==> src/rtl/lbus_arb_pkg.sv <==
package lbus_arb_pkg;
    localparam int NUM_SRC     = 5;
    localparam int SRC_EXT     = 0;
    localparam int SRC_DBURST  = 1;
    localparam int SRC_CPU     = 2;
    localparam int SRC_DSINGLE = 3;
    localparam int SRC_PCI     = 4;

    localparam int CFG_FIELDS  = 3;

    typedef struct packed {
        logic drive;   // bit 2
        logic hold;    // bit 1
        logic ext_en;  // bit 0
    } cfg_t;

    typedef enum logic {
        ARB_IDLE  = 1'b0,
        ARB_OWNED = 1'b1
    } arb_st_e;

    typedef struct packed {
        arb_st_e              st;
        logic [NUM_SRC-1:0]   gnt;
    } arb_state_t;
endpackage

==> src/rtl/lbus_cfg_reg.sv <==
module lbus_cfg_reg
    import lbus_arb_pkg::*;
#(
    parameter int DATA_W = 32
) (
    input  logic              clk,
    input  logic              rst_n,
    input  logic              we_i,
    input  logic              re_i,
    input  logic [DATA_W-1:0] wdata_i,
    output logic [DATA_W-1:0] rdata_o,
    output cfg_t              cfg_o
);
    localparam int PAD_W = DATA_W - CFG_FIELDS;

    cfg_t cfg_d, cfg_q;
    logic unused_hi;

    assign unused_hi = ^wdata_i[DATA_W-1:CFG_FIELDS];

    always_comb begin
        cfg_d = cfg_q;
        if (we_i) begin
            cfg_d = cfg_t'(wdata_i[CFG_FIELDS-1:0]);
        end
    end

    always_ff @(posedge clk or negedge rst_n) begin
        if (!rst_n) cfg_q <= '0;
        else        cfg_q <= cfg_d;
    end

    assign rdata_o = re_i ? {{PAD_W{1'b0}}, cfg_q} : '0;
    assign cfg_o   = cfg_q;

    AST_RSVD_ZERO: assert property (@(posedge clk) disable iff (!rst_n)
        rdata_o[DATA_W-1:CFG_FIELDS] == '0) else $error("reserved bits nonzero");

    AST_WRITE_TAKES: assert property (@(posedge clk) disable iff (!rst_n)
        we_i |=> cfg_q == $past(wdata_i[CFG_FIELDS-1:0])) else $error("write lost");
endmodule

==> src/rtl/lbus_prio_pick.sv <==
module lbus_prio_pick #(
    parameter int N = 5
) (
    input  logic [N-1:0] req_i,
    output logic [N-1:0] win_o
);
    logic [N:0] seen;

    assign seen[0] = 1'b0;

    for (genvar i = 0; i < N; i++) begin : g_rank
        assign win_o[i]    = req_i[i] & ~seen[i];
        assign seen[i+1]   = seen[i] | req_i[i];
    end

    always_comb begin
        AST_PICK_ONEHOT: assert ($onehot0(win_o)) else $error("multi win");
        AST_PICK_SUBSET: assert ((win_o & ~req_i) == '0) else $error("win w/o req");
    end
endmodule

==> src/rtl/lbus_strobe_ctl.sv <==
module lbus_strobe_ctl (
    input  logic clk,
    input  logic rst_n,
    input  logic released_i,
    input  logic drive_i,
    output logic oe_o
);
    assign oe_o = ~released_i | drive_i;

    AST_HIZ_WHEN_RELEASED: assert property (@(posedge clk) disable iff (!rst_n)
        (released_i && !drive_i) |-> !oe_o) else $error("strobe driven");
    AST_DRIVEN_WHEN_OWNED: assert property (@(posedge clk) disable iff (!rst_n)
        !released_i |-> oe_o) else $error("strobe floated");
endmodule

==> src/rtl/lbus_arbiter.sv <==
module lbus_arbiter
    import lbus_arb_pkg::*;
#(
    parameter int DATA_W = 32
) (
    input  logic              clk,
    input  logic              rst_n,
    input  logic              slave_boot_i,
    input  logic [4:0]        req_i,
    input  logic              eot_i,
    input  logic              cfg_we_i,
    input  logic              cfg_re_i,
    input  logic [DATA_W-1:0] cfg_wdata_i,
    output logic [DATA_W-1:0] cfg_rdata_o,
    output logic [4:0]        gnt_o,
    output logic              bus_released_o,
    output logic              strobe_oe_o
);
    cfg_t               cfg;
    arb_state_t         s_d, s_q;
    logic [NUM_SRC-1:0] elig;
    logic [NUM_SRC-1:0] win;
    logic               owner_live;
    logic               hold_now;
    logic               boundary;

    lbus_cfg_reg #(.DATA_W(DATA_W)) u_cfg (
        .clk     (clk),
        .rst_n   (rst_n),
        .we_i    (cfg_we_i),
        .re_i    (cfg_re_i),
        .wdata_i (cfg_wdata_i),
        .rdata_o (cfg_rdata_o),
        .cfg_o   (cfg)
    );

    always_comb begin
        owner_live = |(s_q.gnt & req_i);
        hold_now   = cfg.hold & s_q.gnt[SRC_DBURST] & req_i[SRC_DBURST];
        elig       = req_i;
        elig[SRC_EXT] = req_i[SRC_EXT] & (cfg.ext_en | slave_boot_i) & ~hold_now;
        boundary   = ~owner_live | eot_i;
    end

    lbus_prio_pick #(.N(NUM_SRC)) u_pick (
        .req_i (elig),
        .win_o (win)
    );

    always_comb begin
        s_d = s_q;
        unique case (s_q.st)
            ARB_IDLE: begin
                if (|win) begin
                    s_d.st  = ARB_OWNED;
                    s_d.gnt = win;
                end
            end
            ARB_OWNED: begin
                if (boundary && (win != s_q.gnt)) begin
                    s_d.st  = ARB_IDLE;
                    s_d.gnt = '0;
                end
            end
            default: s_d = '0;
        endcase
    end

    always_ff @(posedge clk or negedge rst_n) begin
        if (!rst_n) s_q <= '0;
        else        s_q <= s_d;
    end

    assign gnt_o          = s_q.gnt;
    assign bus_released_o = s_q.gnt[SRC_EXT];

    lbus_strobe_ctl u_strobe (
        .clk        (clk),
        .rst_n      (rst_n),
        .released_i (bus_released_o),
        .drive_i    (cfg.drive),
        .oe_o       (strobe_oe_o)
    );

    AST_GNT_ONEHOT: assert property (@(posedge clk) disable iff (!rst_n)
        $onehot0(gnt_o)) else $error("grant not onehot");
    AST_GAP_ON_HANDOVER: assert property (@(posedge clk) disable iff (!rst_n)
        (|gnt_o) |=> (gnt_o == $past(gnt_o)) || (gnt_o == '0)) else $error("no gap");
    AST_NO_PREEMPT: assert property (@(posedge clk) disable iff (!rst_n)
        ((|(gnt_o & req_i)) && !eot_i) |=> gnt_o == $past(gnt_o)) else $error("preempted");
    AST_EXT_GATED: assert property (@(posedge clk) disable iff (!rst_n)
        $rose(gnt_o[SRC_EXT]) |-> $past(req_i[SRC_EXT] && (cfg.ext_en || slave_boot_i)))
        else $error("ext granted while gated");
    AST_BURST_HOLD: assert property (@(posedge clk) disable iff (!rst_n)
        (gnt_o[SRC_DBURST] && cfg.hold && req_i[SRC_DBURST]) |=> !gnt_o[SRC_EXT])
        else $error("burst interrupted");
endmodule

==> config.mk <==
export PLATFORM = sky130hd
export DESIGN_NAME = lbus_arbiter
export DESIGN_NICKNAME = d
export VERILOG_FILES = /design/src/rtl/lbus_arb_pkg.sv /design/src/rtl/lbus_cfg_reg.sv /design/src/rtl/lbus_prio_pick.sv /design/src/rtl/lbus_strobe_ctl.sv /design/src/rtl/lbus_arbiter.sv
export SDC_FILE = /design/constraint.sdc
export NUM_CORES = 1
export LEC_CHECK = 0
export ABC_CLOCK_PERIOD_IN_PS = 2600
export BUFFER_PORTS_ARGS = -buffer_cell sky130_fd_sc_hd__clkbuf_2
export CORE_ASPECT_RATIO = 1.5
export CORE_MARGIN = 2
export CORE_UTILIZATION = 39
export CTS_CLUSTER_SIZE = 12
export DETAILED_ROUTE_END_ITERATION = 10
export PLACE_DENSITY = 0.84
export SETUP_SLACK_MARGIN = 0.2
export SYNTH_ARGS = -nofsm -noshare
export SYNTH_HDL_FRONTEND = slang
export SYNTH_SLANG_ARGS = --single-unit
export TNS_END_PERCENT = 50
==> constraint.sdc <==
create_clock -name clk -period 2.6 [get_ports clk]
set_input_delay 0.13 -clock clk [delete_from_list [all_inputs] [get_ports clk]]
set_output_delay 0.13 -clock clk [all_outputs]
set_load 0.02 [all_outputs]
==> impl_results.md, run 1 <==
* Worst Setup SP: u_cfg.cfg_o[0]
* Vias per cell at 4.96
* Fraction of registers with async set/reset at 1.00
* CTS resizes at 0
* Hold Fails Final Rpt at 0
* Worst Path Buf+Inv at 0
* Setup WS pre-CTS at 720 ps
* Share of layout cells above drive strength 1 at 0.294
* Number of global-route vias before repair at 670
* DR DRC count at 0
* Ys Warns at 0
* Setup crit end: gnt_o[1]
* Startpoint Class: register
* Slowest Stage Delay on Critical Path at 460 ps
* Mapped Cells at 107
* Clk root buf: clkbuf_4
* Vias at 739
* P_leak at between 0.4 and 0.5 nW
* Worst Path Arrival at 2040 ps
* Net count, final at 170
* Total gr overflow at 0
* CTS tree: built
* RR Startpoint: u_cfg.cfg_o[0]
* Worst-skew pair later-pin latency at ~270 ps
* DR iter-0 viols at 16
* Fmax at 525 MHz
* Pwr per Cell Area at 720 nW/um^2
* Setup TNS Final at 0 ps
* Die Height at just over 60 um
* Setup WS post-layout at ~700 ps
* Fin area at approximately 900 sq um
* Gpl congestion at approximately 0.85
* Part of the cycle the worst path needs at 0.732
* H-tree lvl count at 1
* Initial antenna violation count at 0
* Hold buffers post-CTS at 1
* WS Path Type: reg2reg
* Postcts setup bufs at 0
* Total power at ~650 uW
* Max VDD drop at about 0.00025 V
* Starting density of the core at 0.404
* Gr usage total at 0.134
* Worst reg2reg path endpoint: gnt_o[1]
* CP max stage cell: a31oi_1
* Cell family with most CP delay: compound AO/OA/AOI/OAI gates
* Core area at 2180 sq um
* R2R Setup Slk at 700 ps
* Clock Skews at a little under 5 ps
* Worst setup EP type: register
* Io pins at 82
* Worst hold start: cfg_wdata_i[1]
* Total routed wirelength at 1670 um
* Main synth FF type: dfrtp_1
* WP data required at 2740 ps
* IO buf count at 23
* TritonCTS Sinks at 9
* Die Footprint at 2660 sq um
* CP Depth at 5
* Post-Syn Area at 881 sq um
* Max FO, Critical Path at 10
* Layout Area Growth over Synthesis at 1.99%
* Total CTS buffers at 3
* Final min period at 1900 ps
* Final setup fails at 0
* First-pass GRT wire length at 2720 um
* Antenna diode count at 0
* Worst min-delay path class: in2reg
* Placed cell areas at 862 sq um
* Hpwl dp at 1350 um
* RSZ-0062 raised after global routing: no
* FF-to-FF path depth at 5
* Clk slew on worst S/H paths at 60 ps
* Largest net degree at the start of global routing at 12
* Crit-path cells: o21ai_2 > mux2i_1 > o32ai_1 > a31oi_1 > nor2_1
* Number of synthesized register bits at 9
* Chip width at 42.8 um
* Status: complete, no violations
* Initial DRT Pass Iterations at 4
* Longest Clk Path Bufs at 2
* Netlist cell types at 35
* Sequential share of the synthesized area at 0.256
* Row count at 21
* Pins Over Slew Limit at 0
* Number of synthesized flops with an enable pin at 0
* Fin util at 0.412
* ANT nets after route at 0
* Avg Cell Area, Syn at 8.23 sq um
* Max-capacitance violation count at 0
* Wire length per cell at approximately 11 um
per-layer routing:
layer | vias to the layer above | global-route usage | wire, um
li1 | 354 | - | -
met1 | 344 | 0.147 | 643
met2 | 36 | 0.222 | 826
met3 | 5 | 0.0349 | 151
met4 | 0 | 0.0820 | 46
met5 | - | 0 | 0
logic make-up (layout without fill, tap and decap cells):
| group | after synthesis | count (layout) | share of synthesized area |
|---|---|---|---|
| AOI/OAI and AO/OA | 21 | 21 | 0.182 |
| muxes | 4 | 4 | 0.0497 |
| DFF | 9 | 9 | 0.256 |
| and+or+nand+nor | 32 | 32 | 0.186 |
| buffers and inverters | 39 | 30 | 0.312 |
| xor gates and xnor gates | 1 | 1 | 0.00994 |
| other | 1 | 29 | 0.00426 |
synthesized netlist by cell type, types with 2 or more instances:
master	count	area share
buf_4	34	0.29
a31o_2	3	0.030
mux2_2	3	0.038
inv_1	2	0.0085
nor2_1	9	0.038
nor4_1	2	0.014
nor3_1	6	0.034
a31oi_1	2	0.014
clkbuf_1	2	0.0085
nand2_1	5	0.021
and2_1	2	0.014
o32ai_1	2	0.020
a21oi_1	5	0.028
dfrtp_1	9	0.26
where the power goes:
| part | leakage [nW] | switching (mW) | internal (mW) |
|---|---|---|---|
| Combinational | 0.313 | 0.192 | 0.108 |
| Clock | 0.0150 | 0.0544 | 0.0595 |
| Sequential | 0.115 | 0.0615 | 0.172 |
| Total | 0.442 | 0.308 | 0.339 |
registers in the layout (all words and copies together), names as in the netlist:
| register | cells |
|---|---|
| gnt_o | 5 |
| s_q | 1 |
| u_cfg.cfg_o | 3 |
how the worst min path moves through the flow:
stage,to,slack [ps],cells after the start
2_1_floorplan,gnt_o[0],-170,0
3_3_place_gp,u_cfg.cfg_o[0],-0.8,1
3_5_place_dp,u_cfg.cfg_o[0],0.5,1
4_1_cts,u_cfg.cfg_o[1],80,2
5_1_grt,u_cfg.cfg_o[1],90,2
6_report,u_cfg.cfg_o[1],90,2
cell type report:
| class | count | area [sq um] |
|---|---|---|
| fillers | 232 | 1280 |
| clock buffers | 4 | 26.3 |
| multi-input cells | 87 | 485 |
| flip-flops and latches | 9 | 225 |
| well taps | 23 | 28.8 |
| inverters | 2 | 7.51 |
| repair buffers | 24 | 125 |
metrics by stage:
stage / hold WS (ps) / std cells
floorplan: -166 / 135
global placement: -0.799 / 144
detailed placement: 0.474 / 144
CTS: 84.9 / 149
global route: 87.3 / 149
finish: 86.6 / 149
placed cells by master, fill, tap and decap left out, types with 3 or more instances in the layout:
cell	netlist	routed
clkbuf_2	0	23
nor3_1	6	6
clkbuf_4	0	3
conb_1	1	29
nand2_1	5	5
a31o_2	3	3
nor2_1	9	9
dfrtp_1	9	9
mux2_2	3	3
a21oi_1	5	5
Note: power is estimated with default switching activity, not from simulation.
==> run 2: changes to the inputs <==
--- a/config.mk
+++ b/config.mk
@@ -5,14 +5,14 @@
 export SDC_FILE = /design/constraint.sdc
 export NUM_CORES = 1
 export LEC_CHECK = 0
-export ABC_CLOCK_PERIOD_IN_PS = 2600
+export ABC_CLOCK_PERIOD_IN_PS = 1600
 export BUFFER_PORTS_ARGS = -buffer_cell sky130_fd_sc_hd__clkbuf_2
 export CORE_ASPECT_RATIO = 1.5
 export CORE_MARGIN = 2
-export CORE_UTILIZATION = 39
+export CORE_UTILIZATION = 33
 export CTS_CLUSTER_SIZE = 12
 export DETAILED_ROUTE_END_ITERATION = 10
-export PLACE_DENSITY = 0.84
+export PLACE_DENSITY = 0.76
 export SETUP_SLACK_MARGIN = 0.2
 export SYNTH_ARGS = -nofsm -noshare
 export SYNTH_HDL_FRONTEND = slang
==> constraint.sdc (replaced) <==
create_clock -name clk -period 1.6 [get_ports clk]
set_input_delay 0.08 -clock clk [delete_from_list [all_inputs] [get_ports clk]]
set_output_delay 0.08 -clock clk [all_outputs]
set_load 0.02 [all_outputs]
==> impl_results.md, run 2 (same netlist as run 1, synthesis figures left out) <==
* Fillers at 254
* Layout Area Growth over Synthesis at 21.7%
* Clock Skews at 4.16 ps
* Clk slew on worst S/H paths at 70 ps
* Initial antenna violation count at 0
* RR Startpoint: u_cfg.cfg_o[0]
* Multi-input logic area at 553 sq um
* Most common cell after layout, fill and taps aside: conb_1
* Setup WS post-layout at -79.6 ps
* Sw Pwr at 590 uW
* FF-to-FF path depth at 5
* Worst Path Arrival at 1860 ps
* Worst reg2reg path endpoint: s_q[5]
* Pwr per Cell Area at 1140 nW/um^2
* Net count, final at around 180
* DR DRC count at 0
* Total routed wirelength at approximately 2000 um
* Pins Over Slew Limit at 0
* Hpwl dp at 1480 um
* Placed cell areas at 937 sq um
* Logic pwr share at 0.531
* DR iter-0 viols at 37
* Largest net degree at the start of global routing at 12
* Part of the cycle the worst path needs at 1.05
* First-pass GRT wire length at 2960 um
* Worst Setup SP: u_cfg.cfg_o[0]
* Gpl congestion at just under 0.8
* R2R Setup Slk at -80 ps
* Initial DRT Pass Iterations at 4
* Share of layout cells above drive strength 1 at 0.387
* Startpoint Class: register
* Max-capacitance violation count at 0
* Commonest non-fill, non-tap cells in the layout: conb_1, clkbuf_2, buf_4
* Switching Share at 0.482
* Worst-skew pair later-pin latency at 280 ps
* Hold Fails Final Rpt at 0
* IO buf count at 23
* Starting density of the core at 0.352
* Worst min-delay path class: in2reg
* Worst hold start: cfg_wdata_i[1]
* Core area at about 2500 sq um
* Worst setup EP type: register
* Vias per cell at 4.61
* Clk root buf: clkbuf_4
* Fmax at 595 MHz
* Clock power share at 0.154
* Total CTS buffers at 3
* Setup crit end: s_q[5]
* Seq. cell area at 225 sq um
* Die Height at 67.3 um
* Fin area at 1070 sq um
* Internal Power at roughly 630 uW
* P_leak at 0.509 nW
* Gr usage total at 0.137
* Vias at roughly 800
* CTS tree: built
* Wire length per cell at 11.8 um
* Final min period at 1680 ps
* Antenna diode count at 0
* RSZ-0062 raised after global routing: yes
* Status: finished, violations left
* Final setup fails at 5
* H-tree lvl count at 1
* Setup TNS Final at -264 ps
* WP data required at 1780 ps
* Total gr overflow at 0
* WS Path Type: reg2reg
* ANT nets after route at 0
* Flop pwr share at 0.315
* Max VDD drop at between 0.0003 and 0.0004 V
* Chip width at ~46 um
* Io pins at a little over 80
* Max FO, Critical Path at 3
* Number of global-route vias before repair at 730
* Longest Clk Path Bufs at 2
* Row count at 22
* Max reg flops at 5
* TritonCTS Sinks at 9
* Die Footprint at 3110 sq um
* Failing checks: setup timing
## run 2: changes by cell type in the layout (fill, tap and decap cells not counted), sizes merged
cell    change
clkbuf      -2
clkinv      +1
buf        +12
## run 2: metrics by stage
step	instances	power (mW)	hold slack [ps]	util	worst slack [ps]
2_1_floorplan	135	0.837	-216	-	143
3_3_place_gp	163	0.887	-47.8	0.374	-23.8
3_5_place_dp	163	0.912	-39.7	0.374	-115
4_1_cts	169	1.13	28.5	0.401	-45.3
5_1_grt	173	1.30	37.5	0.428	-142
6_report	173	1.22	32.9	0.428	-79.6
## run 2: layer usage
layer	vias up	wire length, um	GRT usage
met2	45	1110	0.240
met4	0	86	0.129
met5	-	0	0
met1	369	705	0.128
met3	7	141	0.0160
li1	376	-	-
## run 2: area by class of cell
cell class | instances | area share
clock buffer | 3 | 0.0210
clock inverter | 1 | 0.00467
inverter | 2 | 0.00700
multi-input combinational | 87 | 0.516
sequential | 9 | 0.210
tap | 36 | 0.0420
timing repair buffer | 35 | 0.200
## run 2: worst max-delay path: stages (launching register included)
cell      delay, ps
dfrtp_1         420
o21a_1          210
o31a_2          320
a211oi_4        270
a31oi_1         160
nor3_1          200
## run 2: how the worst min path moves through the flow
stage | cells after the start | to
floorplan | 0 | gnt_o[0]
global placement | 1 | gnt_o[0]
detailed placement | 1 | u_cfg.cfg_o[0]
CTS | 2 | u_cfg.cfg_o[1]
global route | 2 | u_cfg.cfg_o[1]
finish | 2 | u_cfg.cfg_o[1]
## run 2: what timing repair did
action	in CTS	in global routing
resized for setup	3	7
endpoints found under the setup margin	6	6
setup buffers	1	4
hold buffers	1	0
hold endpoints to repair	9	0
pin swaps	1	0
## run 2: power groups by stage
stage / Combinational [mW] / Clock (mW) / Sequential (mW)
after floorplan: 0.487 / 0 / 0.350
after global placement: 0.519 / 0 / 0.368
after detailed placement: 0.536 / 0 / 0.376
after CTS: 0.566 / 0.195 / 0.373
after global routing: 0.698 / 0.205 / 0.401
final: 0.651 / 0.188 / 0.386
